### config.mk
export PLATFORM = sky130hd
export DESIGN_NAME = port_wake_unit
export DESIGN_NICKNAME = d
export VERILOG_FILES = /design/src/rtl/pwu_pkg.sv /design/src/rtl/pwu_control.sv /design/src/rtl/pwu_edge_sync.sv /design/src/rtl/pwu_datapath.sv /design/src/rtl/port_wake_unit.sv
export SDC_FILE = /design/constraint.sdc
export NUM_CORES = 1
export LEC_CHECK = 0
export ABC_AREA = 1
export CAP_MARGIN = 10
export CORE_MARGIN = 4
export CORE_UTILIZATION = 25
export CTS_CLUSTER_SIZE = 25
export DETAILED_ROUTE_END_ITERATION = 8
export DONT_BUFFER_PORTS = 1
export GPL_ROUTABILITY_DRIVEN = 0
export PLACE_DENSITY = 0.36
export SLEW_MARGIN = 20
export SYNTH_ARGS = -nofsm -noshare
export SYNTH_HDL_FRONTEND = slang
export SYNTH_SLANG_ARGS = --single-unit
### constraint.sdc
create_clock -name clk -period 2.9 [get_ports clk]
set_clock_uncertainty 0.2 [all_clocks]
set_input_delay 0.725 -clock clk [delete_from_list [all_inputs] [get_ports clk]]
set_output_delay 0.725 -clock clk [all_outputs]
set_load 0.03 [all_outputs]
### src/rtl/pwu_pkg.sv
package pwu_pkg;
  localparam int CFG_N  = 6;
  localparam int CODE_W = 4;

  // index of each hidden configuration register
  localparam int IDX_DIR  = 0;
  localparam int IDX_PULL = 1;
  localparam int IDX_LVL  = 2;
  localparam int IDX_SCH  = 3;
  localparam int IDX_EDGE = 4;
  localparam int IDX_WEN  = 5;

  // pointer codes (low nibble)
  localparam logic [CODE_W-1:0] CODE_CMP  = 4'h8;
  localparam logic [CODE_W-1:0] CODE_PEND = 4'h9;
  localparam logic [CODE_W-1:0] CODE_EDGE = 4'hA;
  localparam logic [CODE_W-1:0] CODE_WEN  = 4'hB;
  localparam logic [CODE_W-1:0] CODE_SCH  = 4'hC;
  localparam logic [CODE_W-1:0] CODE_LVL  = 4'hD;
  localparam logic [CODE_W-1:0] CODE_PULL = 4'hE;
  localparam logic [CODE_W-1:0] CODE_DIR  = 4'hF;

  typedef struct packed {
    logic [CFG_N-1:0] cfgSel;   // write strobe per hidden register
    logic             xchgPend; // exchange write to pending flags
    logic             xchgCmp;  // exchange write to comparator register
    logic             rdPend;   // read bus shows pending flags
    logic             rdCmp;    // read bus shows comparator register
  } pwuStrobe_t;

  // reset value of a configuration register: edge polarity clears, the rest set
  function automatic logic cfgResetBit(int idx);
    return (idx == IDX_EDGE) ? 1'b0 : 1'b1;
  endfunction
endpackage

### src/rtl/pwu_control.sv
module pwu_control
  import pwu_pkg::*;
#(
  parameter int MODE_W = 8
) (
  input  logic              clk,
  input  logic              rstN,
  input  logic              modeWe,
  input  logic [MODE_W-1:0] modeIn,
  input  logic              ctlWe,
  output pwuStrobe_t        strobe
);
  logic [CODE_W-1:0] modeCode;

  always_ff @(posedge clk) begin
    if (!rstN)       modeCode <= '0;
    else if (modeWe) modeCode <= modeIn[CODE_W-1:0];
  end

  always_comb begin
    strobe = '0;
    strobe.rdPend = (modeCode == CODE_PEND);
    strobe.rdCmp  = (modeCode == CODE_CMP);
    if (ctlWe) begin
      unique case (modeCode)
        CODE_DIR:  strobe.cfgSel[IDX_DIR]  = 1'b1;
        CODE_PULL: strobe.cfgSel[IDX_PULL] = 1'b1;
        CODE_LVL:  strobe.cfgSel[IDX_LVL]  = 1'b1;
        CODE_SCH:  strobe.cfgSel[IDX_SCH]  = 1'b1;
        CODE_EDGE: strobe.cfgSel[IDX_EDGE] = 1'b1;
        CODE_WEN:  strobe.cfgSel[IDX_WEN]  = 1'b1;
        CODE_PEND: strobe.xchgPend = 1'b1;
        CODE_CMP:  strobe.xchgCmp  = 1'b1;
        default:   ;
      endcase
    end
  end

  // pointer only moves on its own load strobe
  a_r3_mode_hold: assert property (@(posedge clk) disable iff (!rstN)
    !modeWe |=> $stable(modeCode));

  // low codes never produce a write strobe
  a_r4_low_code_silent: assert property (@(posedge clk) disable iff (!rstN)
    (modeCode[3] == 1'b0) |-> (strobe.cfgSel == '0 && !strobe.xchgPend && !strobe.xchgCmp));
endmodule

### src/rtl/pwu_edge_sync.sv
module pwu_edge_sync #(
  parameter int WIDTH       = 8,
  parameter int SYNC_STAGES = 2
) (
  input  logic             clk,
  input  logic             rstN,
  input  logic [WIDTH-1:0] pinIn,
  output logic [WIDTH-1:0] riseEvt,
  output logic [WIDTH-1:0] fallEvt
);
  localparam int LAST = SYNC_STAGES - 1;

  logic [WIDTH-1:0] stg [SYNC_STAGES];
  logic [WIDTH-1:0] prevQ;

  always_ff @(posedge clk) begin
    if (!rstN) stg[0] <= '0;
    else       stg[0] <= pinIn;
  end

  for (genvar s = 1; s < SYNC_STAGES; s++) begin : g_stage
    always_ff @(posedge clk) begin
      if (!rstN) stg[s] <= '0;
      else       stg[s] <= stg[s-1];
    end
  end

  always_ff @(posedge clk) begin
    if (!rstN) prevQ <= '0;
    else       prevQ <= stg[LAST];
  end

  assign riseEvt = stg[LAST] & ~prevQ;
  assign fallEvt = ~stg[LAST] & prevQ;

  // an edge is reported for one cycle only
  a_r7_single_pulse: assert property (@(posedge clk) disable iff (!rstN)
    (|riseEvt) |=> ((riseEvt & $past(riseEvt)) == '0));
endmodule

### src/rtl/pwu_datapath.sv
module pwu_datapath
  import pwu_pkg::*;
#(
  parameter int WIDTH = 8
) (
  input  logic             clk,
  input  logic             rstN,
  input  pwuStrobe_t       strobe,
  input  logic [WIDTH-1:0] ctlData,
  input  logic [WIDTH-1:0] riseEvt,
  input  logic [WIDTH-1:0] fallEvt,
  input  logic             asleep,
  output logic [WIDTH-1:0] cfgQ [CFG_N],
  output logic [WIDTH-1:0] rdData,
  output logic             irqReq,
  output logic             wakeReq
);
  logic [WIDTH-1:0] pendQ;
  logic [WIDTH-1:0] cmpQ;
  logic [WIDTH-1:0] hitEvt;
  logic [WIDTH-1:0] pendNext;
  logic             anyLive;

  for (genvar i = 0; i < CFG_N; i++) begin : g_cfg
    always_ff @(posedge clk) begin
      if (!rstN)                 cfgQ[i] <= {WIDTH{cfgResetBit(i)}};
      else if (strobe.cfgSel[i]) cfgQ[i] <= ctlData;
    end

    // an unselected register keeps its value
    a_r4_cfg_hold: assert property (@(posedge clk) disable iff (!rstN)
      !strobe.cfgSel[i] |=> $stable(cfgQ[i]));
  end

  assign hitEvt = ((riseEvt & cfgQ[IDX_EDGE]) | (fallEvt & ~cfgQ[IDX_EDGE]))
                & ~cfgQ[IDX_WEN];

  always_comb begin
    pendNext = strobe.xchgPend ? ctlData : pendQ;
    pendNext = pendNext | hitEvt;
  end

  always_ff @(posedge clk) begin
    if (!rstN) pendQ <= '0;
    else       pendQ <= pendNext;
  end

  always_ff @(posedge clk) begin
    if (!rstN)               cmpQ <= '0;
    else if (strobe.xchgCmp) cmpQ <= ctlData;
  end

  always_comb begin
    rdData = '0;
    if (strobe.rdPend)     rdData = pendQ;
    else if (strobe.rdCmp) rdData = cmpQ;
  end

  assign anyLive = |(pendQ & ~cfgQ[IDX_WEN]);
  assign irqReq  = anyLive & ~asleep;
  assign wakeReq = anyLive & asleep;

  // pending bits only fall through an exchange
  a_r9_pend_sticky: assert property (@(posedge clk) disable iff (!rstN)
    !strobe.xchgPend |=> ((pendQ & $past(pendQ)) == $past(pendQ)));

  // without an exchange, newly set bits come from enabled pins only
  a_r8_disabled_quiet: assert property (@(posedge clk) disable iff (!rstN)
    !strobe.xchgPend |=> ((pendQ & ~$past(pendQ) & $past(cfgQ[IDX_WEN])) == '0));

  // the two requests never coexist
  a_r10_req_exclusive: assert property (@(posedge clk) disable iff (!rstN)
    !(irqReq && wakeReq));
endmodule

### src/rtl/port_wake_unit.sv
module port_wake_unit
  import pwu_pkg::*;
#(
  parameter int WIDTH       = 8,
  parameter int MODE_W      = 8,
  parameter int SYNC_STAGES = 2
) (
  input  logic              clk,
  input  logic              rstN,
  input  logic              modeWe,
  input  logic [MODE_W-1:0] modeIn,
  input  logic              ctlWe,
  input  logic [WIDTH-1:0]  ctlData,
  output logic [WIDTH-1:0]  ctlRdData,
  input  logic [WIDTH-1:0]  pinIn,
  input  logic              asleep,
  output logic [WIDTH-1:0]  dirOut,
  output logic [WIDTH-1:0]  pullOut,
  output logic [WIDTH-1:0]  levelOut,
  output logic [WIDTH-1:0]  schmittOut,
  output logic [WIDTH-1:0]  wakeEdgeOut,
  output logic [WIDTH-1:0]  wakeEnOut,
  output logic              irqReq,
  output logic              wakeReq
);
  pwuStrobe_t       strobe;
  logic [WIDTH-1:0] riseEvt;
  logic [WIDTH-1:0] fallEvt;
  logic [WIDTH-1:0] cfgQ [CFG_N];

  pwu_control #(.MODE_W(MODE_W)) u_control (
    .clk    (clk),
    .rstN   (rstN),
    .modeWe (modeWe),
    .modeIn (modeIn),
    .ctlWe  (ctlWe),
    .strobe (strobe)
  );

  pwu_edge_sync #(.WIDTH(WIDTH), .SYNC_STAGES(SYNC_STAGES)) u_edge (
    .clk     (clk),
    .rstN    (rstN),
    .pinIn   (pinIn),
    .riseEvt (riseEvt),
    .fallEvt (fallEvt)
  );

  pwu_datapath #(.WIDTH(WIDTH)) u_data (
    .clk     (clk),
    .rstN    (rstN),
    .strobe  (strobe),
    .ctlData (ctlData),
    .riseEvt (riseEvt),
    .fallEvt (fallEvt),
    .asleep  (asleep),
    .cfgQ    (cfgQ),
    .rdData  (ctlRdData),
    .irqReq  (irqReq),
    .wakeReq (wakeReq)
  );

  assign dirOut      = cfgQ[IDX_DIR];
  assign pullOut     = cfgQ[IDX_PULL];
  assign levelOut    = cfgQ[IDX_LVL];
  assign schmittOut  = cfgQ[IDX_SCH];
  assign wakeEdgeOut = cfgQ[IDX_EDGE];
  assign wakeEnOut   = cfgQ[IDX_WEN];

  // direction is all inputs in the first cycle after any reset
  a_r1_dir_default: assert property (@(posedge clk)
    !rstN |=> (dirOut == '1));
endmodule

==> out/qor.txt <==
static leakage = 2.09 nW
library cells used by synthesis = 20
FILL cells = 1573
Yosys warnings = 0
Clock Latency Late Sink = 0.34 ns
CP Launch Type = flop
PortBufs = 0
clk buf depth = 2
first-pass GRT wire length = 15.8 mm
Core Footprint = 0.0146 mm^2
crit path time final = 2.63 ns
cell with the most instances on the worst path = inv_1
FMAX = 380 MHz
Crit Path Category = reg -> out
Pwr Total = 2.63 mW
Min-Delay Path Depth = 2
count of final setup violators = 0
HPWL after DPL = 6.98 mm
share of post-route cells with drive strength above 1 = 0.0856
DR iter-0 viols = 247
Final period util = 0.908
vias in the first global route = 2702
Min-Delay Startpoint = u_edge.stg[0][1]
setup total negative slack = 0 ns
Post CTS Setup Buffer Count = 0
Post-DRT Antenna Nets = 0
DRC = 0
clock sinks = 92
Hold Path Sink = u_edge.stg[1][1]
CP endpoint kind = output pin
reg2reg end = u_data.cfgQ[15]
Critical R2R Launch = u_control.modeCode[3]
reg-to-reg slack, setup = 1.23 ns
status = completed
Worst Path Buf+Inv = 3
Synth area leaders = dfxtp_1 49%, nand2_1 15%, inv_1 7.9%, nand3_1 6.8%, o21ai_0 5.9%
FP Rows = 44
via/cell ratio = 4.13
DR pass1 iterations = 4
Layout Utilization = 0.288
Crit path largest cell delay = 0.40 ns
die area = 0.0170 mm^2
GRT Residual Overflow = 0
pwr/cell area = 628 mW/mm^2
final slew viol count = 0
htree depth = 3
I/O pin count = 87
cells after synthesis = 508
Hold Crit Class = reg -> reg
MaxCap Viol Count = 0
starting density of the core = 0.256
die height = 130 um
Synth area leader = dfxtp_1
Root Buffer = clkbuf_16
sequential-to-total area share from yosys stat = 0.493
Final #Nets = 538
largest net degree at the start of global routing = 86
Fin. Hold Viols = 0
Worst-Margin Slew = 0.418 ns
R2R cell count = 5
Max transition margin = 0.721
data required time at the worst endpoint = 1.98 ns
CTS buffer count = 9
area delta synth->final = 12.3%
Crit Path Max Fanout = 8
CP arrival = 1.71 ns
CTS tree = built
post-synthesis average cell area = 7.35 um^2
Placed Instances = 682
Max IR drop VDD = 0.271 mV
clk slew on worst S/H paths = 0.07 ns
All-Layer GR Usage = 0.125
detailed-route wire length = 10.3 mm
Final Non-Filler Cells = 698
CP cell instances = inv_1 -> nor2_2 -> inv_1 -> nor2_4 -> nand2_1 -> o21ai_0 -> buf_4
DR WL/cell = 14.7 um
RSZ-0062 raised after global routing = false
Die W = 130 um
initial antenna violation count = 0
FF+latch count, synth = 92
Synth Cell Area = 0.00373 mm^2
Slowest cell on crit path = dfxtp_1
Syn Nets = 537
# diodes = 0
Post-CTS Hold Buffers = 0
CTS-repair resized insts = 0
delay-heaviest family, CP = simple AND/OR/NAND/NOR gates
top cell type's share of synthesized area = 0.493
Vias = 2880
==> cell type report <==
cell class | count | area [um^2] | share of cell area
flip-flops and latches | 92 | 1840 | 0.439
multi-input cells | 312 | 1430 | 0.340
inverters | 84 | 315 | 0.0752
clock buffers | 10 | 239 | 0.0570
well taps | 184 | 230 | 0.0549
repair buffers | 10 | 75.1 | 0.0179
clock inverters | 6 | 68.8 | 0.0164
==> power by group <==
part	leakage [nW]	total (mW)	internal (mW)	switching, mW
Sequential	0.749	1.32	1.29	0.0310
Clock	0.149	1.22	0.698	0.525
Combinational	1.20	0.0865	0.0280	0.0585
Total	2.09	2.63	2.02	0.615
==> cells in the final DEF (no fill, tap or decap), drive strengths merged <==
cell type / count
a21boi: 1
a21oi: 12
buf: 10
bufinv: 1
clkbuf: 10
clkinv: 2
clkinvlp: 1
dfxtp: 92
inv: 86
nand2: 153
nand3: 53
nor2: 48
o21ai: 44
o22ai: 1
==> tightest hold or removal path: cells and delay by family, from the launching register on <==
kind / cells / cell delay, ns
simple gates: 1 / 0.05
buf+inv: 1 / 0.04
flops: 1 / 0.31
==> state kept, by name, indices dropped and copies added, names as in the netlist <==
name	flops
u_edge.prevQ	8
u_control.modeCode	4
u_edge.stg	16
u_data.cfgQ	48
u_data.pendQ	8
u_data.cmpQ	8
==> how the worst max path moves through the flow <==
stage,cells past startpoint,start,end
after global placement,7,u_control.modeCode[3],ctlRdData[7]
after CTS,7,u_control.modeCode[3],ctlRdData[7]
after detailed placement,7,u_control.modeCode[3],ctlRdData[7]
final,7,u_control.modeCode[3],ctlRdData[3]
after global routing,7,u_control.modeCode[3],ctlRdData[7]
after floorplan,6,u_control.modeCode[1],ctlRdData[0]
==> cells in the mapped netlist, drive strengths merged <==
cell type    n
nand2      153
dfxtp       92
inv         84
nand3       53
nor2        48
o21ai       44
clkbuf      16
a21oi       12
buf          4
a21boi       1
o22ai        1
==> logic make-up (layout without fill, tap and decap cells) <==
| group | count (synthesis) | count (layout) | share of synthesized area |
|---|---|---|---|
| AND/OR/NAND/NOR | 254 | 254 | 0.302 |
| buffers and inverters | 104 | 110 | 0.126 |
| flip-flops | 92 | 92 | 0.493 |
| AO/OA/AOI/OAI | 58 | 58 | 0.0787 |
==> through the flow <==
| step | hold WS, ns | setup WS [ns] | instance area, um^2 |
|---|---|---|---|
| finish | 0.213 | 0.267 | 4200 |
| global route | 0.231 | 0.0793 | 4200 |
| CTS | 0.213 | 0.0796 | 4190 |
| global placement | 0.194 | 0.520 | 3880 |
| detailed placement | 0.196 | 0.477 | 3880 |
| floorplan | 0.190 | 0.460 | 3730 |
==> per-layer routing <==
layer,share of wire,global-route usage,up-vias
li1,-,-,1553
met1,0.45,0.166,1261
met2,0.47,0.187,64
met3,0.074,0.0372,2
met4,0.0049,0.0532,0
met5,0,0,-
Note: power is estimated with default switching activity, not from simulation.
